===== src/rtl/irq_nest_pkg.sv =====
package irq_nest_pkg;

  // Source of the last status-flag update, brought out for observation.
  typedef enum logic [1:0] {
    PSW_HOLD = 2'd0,
    PSW_EI   = 2'd1,
    PSW_RETI = 2'd2,
    PSW_TAKE = 2'd3
  } psw_cause_e;

  // Position of the enable bit of hardware source k inside {hi, lo}.
  function automatic int unsigned ien_bit_of(input int unsigned k);
    return 15 - k;
  endfunction

  // Vector address of a source index; the break shares the table-call 0 slot.
  function automatic logic [15:0] vec_of(input int unsigned idx,
                                         input int unsigned num_hw,
                                         input logic [15:0] hw_top,
                                         input logic [15:0] brk_vec);
    if (idx >= num_hw) return brk_vec;
    return hw_top - 16'(2 * idx);
  endfunction

endpackage


===== src/rtl/irq_pend.sv =====
module irq_pend #(
  parameter int NUM_HW = 12
) (
  input  logic              clk,
  input  logic              rst_n,
  input  logic [NUM_HW-1:0] line_i,
  input  logic              brk_i,
  input  logic [NUM_HW:0]   clr_i,
  output logic [NUM_HW:0]   pend_o
);

  logic [NUM_HW-1:0] line_q;
  logic [NUM_HW-1:0] rise_w;

  assign rise_w = line_i & ~line_q;

  always_ff @(posedge clk or negedge rst_n) begin
    if (!rst_n) line_q <= '0;
    else        line_q <= line_i;
  end

  // One pending flag per hardware source; a new edge wins over a clear.
  for (genvar k = 0; k < NUM_HW; k++) begin : g_hw
    always_ff @(posedge clk or negedge rst_n) begin
      if (!rst_n)         pend_o[k] <= 1'b0;
      else if (rise_w[k]) pend_o[k] <= 1'b1;
      else if (clr_i[k])  pend_o[k] <= 1'b0;
    end
  end

  // Break request is a pulse from the core; same set-over-clear rule.
  always_ff @(posedge clk or negedge rst_n) begin
    if (!rst_n)              pend_o[NUM_HW] <= 1'b0;
    else if (brk_i)          pend_o[NUM_HW] <= 1'b1;
    else if (clr_i[NUM_HW])  pend_o[NUM_HW] <= 1'b0;
  end

endmodule


===== src/rtl/irq_prio.sv =====
module irq_prio #(
  parameter int NUM_HW = 12,
  parameter int IDX_W  = 4
) (
  input  logic [NUM_HW:0]   pend_i,
  input  logic [NUM_HW-1:0] mask_i,
  input  logic              iflag_i,
  output logic [NUM_HW:0]   grant_o,
  output logic              valid_o,
  output logic [IDX_W-1:0]  idx_o
);

  logic [NUM_HW:0]   elig_w;
  logic [NUM_HW+1:0] any_above_w;

  // Hardware sources need their enable bit and the global flag.
  for (genvar k = 0; k < NUM_HW; k++) begin : g_elig
    assign elig_w[k] = pend_i[k] & mask_i[k] & iflag_i;
  end
  // The break ignores both gates.
  assign elig_w[NUM_HW] = pend_i[NUM_HW];

  // Fixed polling chain: index 0 first, break last.
  assign any_above_w[0] = 1'b0;
  for (genvar k = 0; k <= NUM_HW; k++) begin : g_chain
    assign grant_o[k]       = elig_w[k] & ~any_above_w[k];
    assign any_above_w[k+1] = any_above_w[k] | elig_w[k];
  end

  assign valid_o = any_above_w[NUM_HW+1];

  always_comb begin
    idx_o = '0;
    for (int k = 0; k <= NUM_HW; k++) begin
      if (grant_o[k]) idx_o = idx_o | IDX_W'(k);
    end
  end

endmodule


===== src/rtl/irq_psw.sv =====
module irq_psw
  import irq_nest_pkg::*;
(
  input  logic       clk,
  input  logic       rst_n,
  input  logic       take_i,
  input  logic       take_brk_i,
  input  logic       ei_i,
  input  logic       reti_i,
  input  logic       reti_iflag_i,
  input  logic       reti_bflag_i,
  input  logic       tcall0_i,
  output logic       iflag_o,
  output logic       bflag_o,
  output psw_cause_e cause_o
);

  psw_cause_e cause_w;

  always_comb begin
    if (take_i)      cause_w = PSW_TAKE;
    else if (reti_i) cause_w = PSW_RETI;
    else if (ei_i)   cause_w = PSW_EI;
    else             cause_w = PSW_HOLD;
  end

  assign cause_o = cause_w;

  always_ff @(posedge clk or negedge rst_n) begin
    if (!rst_n) begin
      iflag_o <= 1'b0;
      bflag_o <= 1'b0;
    end else begin
      case (cause_w)
        PSW_TAKE: begin
          iflag_o <= 1'b0;
          bflag_o <= take_brk_i;
        end
        PSW_RETI: begin
          iflag_o <= reti_iflag_i;
          bflag_o <= reti_bflag_i;
        end
        PSW_EI: begin
          iflag_o <= 1'b1;
          if (tcall0_i) bflag_o <= 1'b0;
        end
        default: begin
          if (tcall0_i) bflag_o <= 1'b0;
        end
      endcase
    end
  end

endmodule


===== src/rtl/irq_nest_ctrl.sv =====
module irq_nest_ctrl
  import irq_nest_pkg::*;
#(
  parameter int          NUM_HW  = 12,
  parameter logic [15:0] HW_TOP  = 16'hFFFA,
  parameter logic [15:0] BRK_VEC = 16'hFFDE,
  parameter int          IDX_W   = $clog2(NUM_HW + 1)
) (
  input  logic              clk,
  input  logic              rst_n,
  input  logic [NUM_HW-1:0] irq_i,
  input  logic              brk_i,
  input  logic              ien_hi_we_i,
  input  logic              ien_lo_we_i,
  input  logic [7:0]        ien_wdata_i,
  input  logic              ei_i,
  input  logic              reti_i,
  input  logic              reti_iflag_i,
  input  logic              reti_bflag_i,
  input  logic              tcall0_i,
  input  logic              take_i,
  output logic              irq_req_o,
  output logic [IDX_W-1:0]  irq_idx_o,
  output logic [15:0]       irq_vec_o,
  output logic              iflag_o,
  output logic              bflag_o,
  output logic [15:0]       ien_o
);

  localparam logic [IDX_W-1:0] BRK_IDX = IDX_W'(NUM_HW);

  logic [7:0]        ien_hi_q;
  logic [7:0]        ien_lo_q;
  logic [15:0]       ien_w;
  logic [NUM_HW-1:0] mask_w;
  logic [NUM_HW:0]   pend_w;
  logic [NUM_HW:0]   clr_w;
  logic [NUM_HW:0]   grant_w;
  logic              win_valid_w;
  logic [IDX_W-1:0]  win_idx_w;
  logic              req_q;
  logic [IDX_W-1:0]  idx_q;
  logic              take_fire_w;
  logic              take_brk_w;
  psw_cause_e        psw_cause_w;

  // Enable registers.
  always_ff @(posedge clk or negedge rst_n) begin
    if (!rst_n) begin
      ien_hi_q <= '0;
      ien_lo_q <= '0;
    end else begin
      if (ien_hi_we_i) ien_hi_q <= ien_wdata_i;
      if (ien_lo_we_i) ien_lo_q <= ien_wdata_i;
    end
  end

  assign ien_w = {ien_hi_q, ien_lo_q};
  assign ien_o = ien_w;

  for (genvar k = 0; k < NUM_HW; k++) begin : g_mask
    assign mask_w[k] = ien_w[ien_bit_of(k)];
  end

  // Handshake events.
  assign take_fire_w = take_i & req_q;
  assign take_brk_w  = take_fire_w & (idx_q == BRK_IDX);

  for (genvar k = 0; k <= NUM_HW; k++) begin : g_clr
    assign clr_w[k] = take_fire_w & (idx_q == IDX_W'(k));
  end

  irq_pend #(.NUM_HW(NUM_HW)) u_pend (
    .clk    (clk),
    .rst_n  (rst_n),
    .line_i (irq_i),
    .brk_i  (brk_i),
    .clr_i  (clr_w),
    .pend_o (pend_w)
  );

  irq_prio #(.NUM_HW(NUM_HW), .IDX_W(IDX_W)) u_prio (
    .pend_i  (pend_w),
    .mask_i  (mask_w),
    .iflag_i (iflag_o),
    .grant_o (grant_w),
    .valid_o (win_valid_w),
    .idx_o   (win_idx_w)
  );

  irq_psw u_psw (
    .clk          (clk),
    .rst_n        (rst_n),
    .take_i       (take_fire_w),
    .take_brk_i   (take_brk_w),
    .ei_i         (ei_i),
    .reti_i       (reti_i),
    .reti_iflag_i (reti_iflag_i),
    .reti_bflag_i (reti_bflag_i),
    .tcall0_i     (tcall0_i),
    .iflag_o      (iflag_o),
    .bflag_o      (bflag_o),
    .cause_o      (psw_cause_w)
  );

  // Presented request: frozen until taken, no arbitration meanwhile.
  always_ff @(posedge clk or negedge rst_n) begin
    if (!rst_n) begin
      req_q <= 1'b0;
      idx_q <= '0;
    end else if (take_fire_w) begin
      req_q <= 1'b0;
    end else if (!req_q && win_valid_w) begin
      req_q <= 1'b1;
      idx_q <= win_idx_w;
    end
  end

  assign irq_req_o = req_q;
  assign irq_idx_o = idx_q;
  assign irq_vec_o = vec_of(int'(idx_q), NUM_HW, HW_TOP, BRK_VEC);

endmodule


===== config.mk =====
export PLATFORM = sky130hd
export DESIGN_NAME = irq_nest_ctrl
export DESIGN_NICKNAME = d
export VERILOG_FILES = /design/src/rtl/irq_nest_pkg.sv /design/src/rtl/irq_pend.sv /design/src/rtl/irq_prio.sv /design/src/rtl/irq_psw.sv /design/src/rtl/irq_nest_ctrl.sv
export SDC_FILE = /design/constraint.sdc
export NUM_CORES = 1
export LEC_CHECK = 0
export BUFFER_PORTS_ARGS = -buffer_cell sky130_fd_sc_hd__buf_2
export CAP_MARGIN = 10
export CELL_PAD_IN_SITES_DETAIL_PLACEMENT = 0
export CELL_PAD_IN_SITES_GLOBAL_PLACEMENT = 2
export CORE_AREA = 3 3 86 88
export DETAILED_ROUTE_END_ITERATION = 6
export DIE_AREA = 0 0 89 91
export HOLD_SLACK_MARGIN = 0.15
export PLACE_DENSITY = 0.9
export SYNTH_ARGS = -nofsm -noshare
export SYNTH_HDL_FRONTEND = slang
export SYNTH_SLANG_ARGS = --single-unit

===== constraint.sdc =====
create_clock -name clk -period 3.4 [get_ports clk]
set_input_delay 0.68 -clock clk [delete_from_list [all_inputs] [get_ports clk]]
set_output_delay 0.68 -clock clk [all_outputs]
set_load 0.05 [all_outputs]

# After elaboration in Yosys (flattened, before gate mapping)
# Index checks and enable logic that the tools add are counted.
[op_classes]
n_eq_ne = 15
reduce_logical = 20
muxes = 49
magnitude_cmp = 1
n_addsub = 1
n_bitwise = 77
[ops]
columns = ["cell", "count"]
rows = [
  ["bitwise AND 1 bit", 50],
  ["2-to-1 mux 1 bit", 32],
  ["2-to-1 mux 16 bit", 2],
  ["nonzero test 2 bit", 14],
  ["equality test 4 bit, second input constant", 5],
  ["2-to-1 mux 4 bit", 5],
  ["equality test 4 x 3 -> 1 bit, second input constant", 4],
  ["inverter 1 bit", 13],
  ["bitwise AND 12 bit", 1],
  ["2-to-1 mux 3 bit", 4],
  ["inverter 12 bit", 1],
  ["bitwise OR 1 bit", 12],
  ["equality test 4 x 2 -> 1 bit, second input constant", 2],
  ["2-to-1 mux 2 bit", 4],
  ["subtractor 4 x 6 -> 7 bit, first input constant", 1],
  ["nonzero test 3 bit", 2],
  ["equality test 2 bit, second input constant", 2],
  ["equality test 4 x 1 -> 1 bit, second input constant", 1],
  [">= comparator 4 bit, second input constant", 1],
  ["zero test 4 bit", 1],
  ["case mux 1 bit (3 select lines)", 1],
  ["equality test 2 x 1 -> 1 bit, second input constant", 1],
  ["case mux 1 bit (2 select lines)", 1],
  ["AND reduction 2 bit", 1],
  ["2 further kinds", 2],
]
[word_totals]
input_bits = 31
out_inout_bits = 39
ff_bits = 48
wordCells = 183

# Logic depth before layout (Yosys ltp)
# Gate-level depths: netlist of the first run.
[depth]
word_depth = 17
mapped_depth = 7
ltp_nobuf = 6

# By module
# Synthesis of the first run repeated with hierarchy kept, for this count alone.
[hier_totals]
hier_cells = 240
area_unflattened_um2 = 2477.4
[by_module_without_submodules]
columns = ["mod", "cells_per_inst", "seq_area_each_um2", "area_per_inst_um2", "instances"]
rows = [
  ["irq_nest_ctrl", 99, 525.5, 1076.0, 1],
  ["irq_pend", 63, 625.6, 870.8, 1],
  ["irq_prio", 59, 0.0, 354.1, 1],
  ["irq_psw", 19, 50.0, 176.4, 1],
]

# Worst setup path after synthesis of the first run
# Ideal clock, no wire load.
[synth_timing]
path_kind = "reg2out"
start = "register idx_q[1] (netlist: irq_idx_o[1])"
end = "output port irq_vec_o[4]"
t_arrival_ns = 3.152
n_path_buf = 0
t_required_ns = 2.720
path_slack_ns = -0.432
stages_incl_launch_ff = 6
cell_sequence = "dfrtp_1 inv_1 ha_1 nor2b_1 o21ai_0 nand2_1"
[synth_via]
elab_chain_len = 3
word_cells_on_any_way = 4
cone_classes = "add/sub: 1; order compare: 1; mux: 2"
[synth_rtl]
columns = ["item", "line_no", "rtl"]
rows = [
  ["start: declaration", "irq_nest_ctrl.sv:42", "logic [IDX_W-1:0] idx_q;"],
  ["start signal: assignment", "irq_nest_ctrl.sv:115", "idx_q <= win_idx_w;"],
  [">= comparator 4 bit", "irq_nest_pkg.sv:21", "if (idx >= num_hw) return brk_vec;"],
  ["2-to-1 mux 1 bit", "irq_nest_pkg.sv:21", ""],
  ["2-to-1 mux 16 bit *", "irq_nest_pkg.sv:22", "return hw_top - 16'(2 * idx);"],
  ["end: declaration", "irq_nest_ctrl.sv:24", "output logic [15:0] irq_vec_o,"],
]
# Every way passes the cells marked *; elsewhere a longest branch is shown, timed or not.

# Final worst setup path of the first run
[layout_timing]
start = "register idx_q[1] (netlist: irq_idx_o[1])"
end = "output port irq_vec_o[5]"
# Same word-level chain as after synthesis.

==> summary.md, run 1 <==
| Metric | Value |
|---|---|
| Yosys reg bits | `48` |
| First DRT Iteration DRCs | `between 60 and 70` |
| Worst Reg-to-Reg Cells | `6` |
| GPL Wtd Cong | `0.829` |
| Syn-to-layout area delta | `19.6%` |
| Lkg Pwr | `between 1 and 1.5 nW` |
| CP endpoint kind | `primary output` |
| Max cap viols | `0` |
| Total track usage | `0.123` |
| Crit path max fanout | `7` |
| Hold Crit Depth | `1` |
| Final min period | `roughly 2.4 ns` |
| Period utilization | `0.719` |
| Gr ovfl total | `0` |
| Post-route cell area | `around 2600 um2` |
| Critical path class | `register to primary output` |
| FF/Latch Area | `roughly 1200 um2` |
| Placed Area | `between 2000 and 3000 um2` |
| FF-to-FF End | `u_psw.bflag_o$_DFFE_PN0P_` |
| Clock Latency Late Sink | `0.30 ns` |
| Vias per inst | `between 4 and 5` |
| Total power | `roughly 0.0020 W` |
| Final #Nets | `between 200 and 300` |
| Worst hold path class | `register to register` |
| Wire per inst | `approximately 14 um` |
| First-pass GRT wire length | `7640 um` |
| Fill count | `~690` |
| Hold Buf Count CTS | `0` |
| Unique masters post-synth | `39` |
| Unrepaired setup endpoints after global routing | `no` |
| TritonCTS clock tree | `yes` |
| Initial antenna violation count | `0` |
| Setup Buffers After CTS | `0` |
| CTS root buf | `clkbuf_8` |
| Actual slew at the worst max-slew pin | `1.06 ns` |
| CP Launch Type | `register` |
| Syn_area_per_cell | `11.0 um2` |
| Most frequent cells in the layout | `buf_2, dfrtp_1, o21ai_0` |
| Vias in the first global route | `1,567` |
| Critical R2R Launch | `irq_req_o$_DFFE_PN0P_` |
| Yosys top cell area share | `0.546` |
| Post-synthesis sequential area ratio | `0.546` |
| Row Count | `30` |
| Most common cell after layout, fill and taps aside | `buf_2` |
| Asr flop ratio synth | `1.00` |
| # setup viols final | `0` |
| Number of flops mapped to enable cells by yosys | `0` |
| Final setup TNS | `0 ns` |
| Worst VDD drop | `about 0.79 mV` |
| Status | `finished clean` |
| Main area contributors after synthesis | `dfrtp_1, mux2_2, o21ai_0` |
| Main flop type after synthesis | `dfrtp_1` |
| Crit path DAT | `around 1.8 ns` |
| Final Hold Viols | `0` |
| CTS H-tree depth | `2` |
| # DRC | `0` |
| R2R setup slack | `between 1 and 1.5 ns` |
| I/O pin count | `70` |
| Layout cells sized above 1 | `0.335` |
| FMAX | `around 410 MHz` |
| Longest Clk Path Bufs | `2` |
| Clock Pin Slew Worst Setup and Hold Paths | `approximately 0.09 ns` |
| Multi-input gate area | `861 um2` |
| Worst Skew | `0.00703 ns` |
| Core Area | `6720 um2` |
| CP Data Required Time | `around 2.7 ns` |
| Final ANT Viol Nets | `0` |
| Post-DP HPWL | `3790 um` |
| Area leader, netlist | `dfrtp_1` |
| Syn Inst Count | `200` |
| Largest net degree at the start of global routing | `between 40 and 50` |
| Vias post-DR | `about 1,600` |
| Synth Cell Area | `approximately 2200 um2` |
| CTS Sinks | `48` |
| Cts repair resizes | `0` |
| Synthesis Warnings | `0` |
| TritonRoute pass-1 iters | `4` |
| Final Max Tran Viols | `0` |
| Routed wire length | `4880 um` |
| Min-Delay Endpoint | `u_pend.pend_o[3]$_DFFE_PN0P_` |
| Number of buffers created by CTS | `5` |
| Port bufs | `58` |
| N_diodes | `0` |
| Width of the chip | `roughly 89 um` |
| Hold path start | `u_pend.line_q[3]$_DFF_PN0_` |
| Power Density | `743 nW/um2` |
| DIE AREA | `just over 8000 um2` |
| Vert. Die Dim | `between 90 and 100 um` |
| Starting Density | `0.327` |
| Hold slack | `around 0.41 ns` |
| Slew Limit Headroom | `0.295` |
[cell families after synthesis]
logic type,share of synthesized area
AO/OA/AOI/OAI,0.176
flip-flops,0.546
AND/OR/NAND/NOR,0.0768
buffers and inverters,0.0779
multiplexers,0.0819
adder cells (fa/ha/maj),0.0341
other,0.00341
XOR/XNOR,0.00398
[critical path: stages, from the launching register on]
cell and delay, ns:
dfrtp_1 0.46, inv_1 0.11, ha_1 0.21, nor2b_1 0.13
o21ai_1 0.23, buf_2 0.31
[synth_stat cells, drive strengths merged, types with 2 or more instances]
library cell,n
o21ai,30
nand3,2
inv,19
a21oi,8
o22a,2
mux2,16
buf,13
nand2b,3
a21o,2
a32oi,3
clkbuf,2
ha,6
nor2,4
conb,2
or2,2
nand2,17
a22o,4
and2,2
dfrtp,48
[through the flow]
step | utilization | cells | setup slack, ns
after floorplan | - | 209 | 0.144
after global placement | 0.376 | 332 | 1.17
after detailed placement | 0.376 | 332 | 1.11
after CTS | 0.392 | 340 | 0.947
after global routing | 0.392 | 340 | 0.805
final | 0.392 | 340 | 0.956
[worst max path at each step]
stage                                   from                        end  slack [ns]  cells after the start
finish              irq_idx_o[1]$_DFFE_PN0P_               irq_vec_o[5]        0.96                      5
global placement                        ei_i  u_psw.bflag_o$_DFFE_PN0P_        1.17                      7
CTS                 irq_idx_o[1]$_DFFE_PN0P_               irq_vec_o[5]        0.95                      5
detailed placement                      ei_i  u_psw.bflag_o$_DFFE_PN0P_        1.11                      7
floorplan           irq_idx_o[1]$_DFFE_PN0P_               irq_vec_o[4]        0.14                      5
global route        irq_idx_o[1]$_DFFE_PN0P_               irq_vec_o[3]        0.81                      6
[where the power goes]
part	switching (W)	leakage (nW)	internal, W
registers	0.000115	0.525	0.000652
logic	0.000559	0.652	0.000221
clock network	0.000189	0.0552	0.000218
[routing by layer]
| metal | vias up | routed length [um] | global-route usage |
|---|---|---|---|
| met5 | - | 0 | 0 |
| met2 | 61 | 2230 | 0.186 |
| li1 | 791 | - | - |
| met4 | 0 | 54 | 0.0335 |
| met1 | 763 | 2250 | 0.169 |
| met3 | 5 | 350 | 0.0390 |
[flip-flops by register name, summed over array words and instances, names as in the netlist]
register       flops
u_pend.line_q     12
u_pend.pend_o     13
irq_req_o          1
u_psw.iflag_o      1
ien_hi_q           8
u_psw.bflag_o      1
irq_idx_o          4
ien_lo_q           8
[layout make-up]
type | count | area share
Clock inverter | 2 | 0.0133
Tap cell | 80 | 0.0380
Multi-Input combinational cell | 127 | 0.327
Inverter | 19 | 0.0271
Sequential cell | 48 | 0.456
Timing Repair Buffer | 58 | 0.110
Clock buffer | 6 | 0.0276
(Power assumes the default switching activity.)
==> run 2, diff against run 1 <==
Settings changed: ABC_AREA set to 1, CORE_AREA 3 3 86 88 to 3 3 91 93, DIE_AREA 0 0 89 91 to 0 0 94 96, PLACE_DENSITY 0.9 to 0.85.
Clock period 3.4 ns to 2.5 ns, I/O delays scaled along.
==> summary.md, run 2 <==
| Metric | Value |
|---|---|
| Most common cell in the netlist | `dfrtp_1 (unchanged)` |
| CTS Sinks | `48 (unchanged)` |
| Number of buffers created by CTS | `5 (unchanged)` |
| Period utilization | `0.880` |
| Final min period | `around 2.2 ns` |
| Clock Pin Slew Worst Setup and Hold Paths | `0.10 ns (was 0.09 ns)` |
| Final Util | `0.357 (was 0.392)` |
| CP Data Required Time | `2.00 ns (was 2.72 ns)` |
| Max cap viols | `0 (unchanged)` |
| # DRC | `0 (unchanged)` |
| Vert. Die Dim | `96 um (was 91 um)` |
| CP endpoint kind | `primary output (unchanged)` |
| First DRT Iteration DRCs | `65 (was 66)` |
| First-pass GRT wire length | `8550 um (was 7640 um)` |
| GRT Max-Usage Layer | `met2 (unchanged)` |
| Worst Skew | `0.0101 ns (was 0.00703 ns)` |
| Setup Buffers After CTS | `0 (unchanged)` |
| Starting Density | `0.295 (was 0.327)` |
| Post-route cell area | `2710 um2 (was 2630 um2)` |
| N_diodes | `0 (unchanged)` |
| Clock Latency Late Sink | `0.30 ns (about the same)` |
| Yosys reg bits | `48 (unchanged)` |
| Main flop type after synthesis | `dfrtp_1 (unchanged)` |
| # setup viols final | `0 (unchanged)` |
| Unique masters post-synth | `27 (was 39)` |
| Vias in the first global route | `1,702 (was 1,567)` |
| Wire per inst | `13.1 um (was 14.4 um)` |
| Crit path from | `irq_idx_o[1]$_DFFE_PN0P_ (unchanged)` |
| Worst hold path class | `input pin to register (was register to register)` |
| Row Count | `32 (was 30)` |
| Asr flop ratio synth | `1.00 (unchanged)` |
| Synthesis Warnings | `0 (unchanged)` |
| DIE AREA | `9020 um2 (was 8100 um2)` |
| Worst VDD drop | `0.534 mV (was 0.794 mV)` |
| Syn_area_per_cell | `9.76 um2 (was 11.0 um2)` |
| Reg with most FFs | `u_pend.pend_o (unchanged)` |
| CP Launch Type | `register (unchanged)` |
| Placed Area | `2610 um2 (was 2520 um2)` |
| CTS H-tree depth | `2 (unchanged)` |
| Synth top cells by count | `dfrtp_1, nand2_1, inv_1, o21ai_0, nand3_1 (was dfrtp_1, o21ai_0, inv_1, nand2_1, mux2_2)` |
| Initial antenna violation count | `0 (unchanged)` |
| I/O pin count | `70 (unchanged)` |
| Final Max Tran Viols | `0 (unchanged)` |
| Main area contributors after synthesis | `dfrtp_1, mux2_2, o21ai_0 (unchanged)` |
| M2 GR Usage | `0.200 (was 0.186)` |
| Registers with the most flip-flops | `u_pend.pend_o x13, u_pend.line_q x12 (unchanged)` |
| Most common cell after layout, fill and taps aside | `buf_2 (unchanged)` |
| Syn Inst Count | `230 (was 200)` |
| Post-synthesis sequential area ratio | `0.535 (was 0.546)` |
| Longest Clk Path Bufs | `2 (unchanged)` |
| Largest net degree at the start of global routing | `20 (was 49)` |
| Lkg Pwr | `1.38 nW (was 1.23 nW)` |
| Final #Nets | `330 (was 296)` |
| Syn-to-layout area delta | `20.8% (was 19.6%)` |
| Global Route met3 Usage | `0.0258 (was 0.0390)` |
| Post-DP HPWL | `4170 um (was 3790 um)` |
| TritonCTS clock tree | `yes (unchanged)` |
| Yosys top cell area share | `0.535 (was 0.546)` |
| Vias post-DR | `1,678 (was 1,620)` |
| Slew Limit Headroom | `0.607 (was 0.295)` |
| Core Area | `7610 um2 (was 6720 um2)` |
| FMAX | `between 400 and 500 MHz` |
| Crit path DAT | `1.70 ns (was 1.76 ns)` |
| Critical path class | `register to primary output (unchanged)` |
| Layout cells sized above 1 | `0.323 (was 0.335)` |
| Number of flops mapped to enable cells by yosys | `0 (unchanged)` |
| Final Hold Viols | `0 (unchanged)` |
| Crit path max fanout | `6 (was 7)` |
| Routed wire length | `5170 um (was 4880 um)` |
| Status | `finished clean (unchanged)` |
| Area leader, netlist | `dfrtp_1 (unchanged)` |
| Width of the chip | `94 um (was 89 um)` |
| Final ANT Viol Nets | `0 (unchanged)` |
| Synth Cell Area | `2250 um2 (was 2200 um2)` |
| Port bufs | `58 (unchanged)` |
| Actual slew at the worst max-slew pin | `0.590 ns (was 1.06 ns)` |
| Power Density | `1030 nW/um2 (was 743 nW/um2)` |
| Hold path start | `irq_i[1] (was u_pend.line_q[3]$_DFF_PN0_)` |
| TritonRoute pass-1 iters | `4 (unchanged)` |
| Total track usage | `0.122 (was 0.123)` |
| Max FFs per register | `13 (unchanged)` |
| CTS root buf | `clkbuf_8 (unchanged)` |
| Critical R2R Launch | `u_psw.iflag_o$_DFFE_PN0P_ (was irq_req_o$_DFFE_PN0P_)` |
| Met1 GRT Util | `0.165 (was 0.169)` |
| Vias per inst | `4.24 (was 4.76)` |
| Unrepaired setup endpoints after global routing | `no (unchanged)` |
| GPL Wtd Cong | `0.774 (was 0.829)` |
| Most frequent cells in the layout | `buf_2, dfrtp_1, nand2_1 (was buf_2, dfrtp_1, o21ai_0)` |
| Gr ovfl total | `0 (unchanged)` |
[run 2: cell types whose count changed after synthesis, moves of 3 or more]
cell,delta
a21oi_1,-3
a32oi_1,-3
inv_1,+12
nand2_1,+18
nand2_2,+3
nand2b_1,-3
nand3_1,+14
nor2_1,+4
o21ai_0,+3
o21ai_1,-5
[run 2: final timing paths]
check                      depth (start not counted)  slack, ns                             to
setup / recovery                                   5       0.30                   irq_vec_o[5]
hold reg to reg                                    1       0.42  u_pend.pend_o[10]$_DFFE_PN0P_
setup reg to reg                                  10       0.77       irq_idx_o[1]$_DFFE_PN0P_
hold / removal                                     1       0.32     u_pend.line_q[1]$_DFF_PN0_
max in group asynchronous                          3       1.30   u_pend.pend_o[6]$_DFFE_PN0P_
min in group asynchronous                          2       0.63        ien_lo_q[7]$_DFFE_PN0P_
[run 2: layer usage]
| layer | vias up | share of wire |
|---|---|---|
| met5 | - | 0 |
| met4 | 0 | 0.0075 |
| met3 | 4 | 0.055 |
| met2 | 43 | 0.47 |
| met1 | 785 | 0.46 |
| li1 | 846 | - |
[run 2: layout make-up]
type	instances	area, um2
fillers	840	4890
inverters	33	124
flip-flops and latches	48	1200
repair buffers	61	315
well taps	102	128
clock buffers	6	82.6
multi-input cells	144	853
clock inverters	2	10.0
[run 2: stage by stage]
stage                     TNS (ns)  power, W  setup slack, ns  hold slack [ns]  instances
after floorplan             -0.368   0.00202          -0.0920            0.204        239
after global placement           0   0.00232            0.673            0.404        387
after detailed placement         0   0.00233            0.630            0.410        387
after CTS                        0   0.00282            0.289            0.310        396
after global routing             0   0.00299            0.170            0.304        396
final                            0   0.00278            0.299            0.324        396
[run 2: worst max-delay path: stages, from the launching register on]
cell     delay [ns]
dfrtp_1        0.45
inv_1          0.12
ha_1           0.21
nand3_1        0.10
o21a_1         0.22
buf_2          0.29
[run 2: kinds of logic (layout without fill, tap and decap cells)]
logic type,Yosys count,count (layout),synth area share
mux,14,14,0.0702
fa+ha+maj,6,6,0.0334
flops,48,48,0.535
xor+xnor,1,1,0.00390
other cells,2,11,0.00334
simple gates,74,74,0.163
buf+inv,47,102,0.100
compound gates,38,38,0.0908
[run 2: where the power goes]
group	total, W	internal, W	switching [W]
Sequential	0.00103	0.000894	0.000132
Combinational	0.00127	0.000326	0.000943
Clock	0.000489	0.000222	0.000267
Total	0.00278	0.00144	0.00134
[run 2: timing repair]
item | 4_1_cts | 5_1_grt
hold buffers | 1 | 0
hold endpoints to repair | 13 | 0
gates resized for setup | 0 | 0
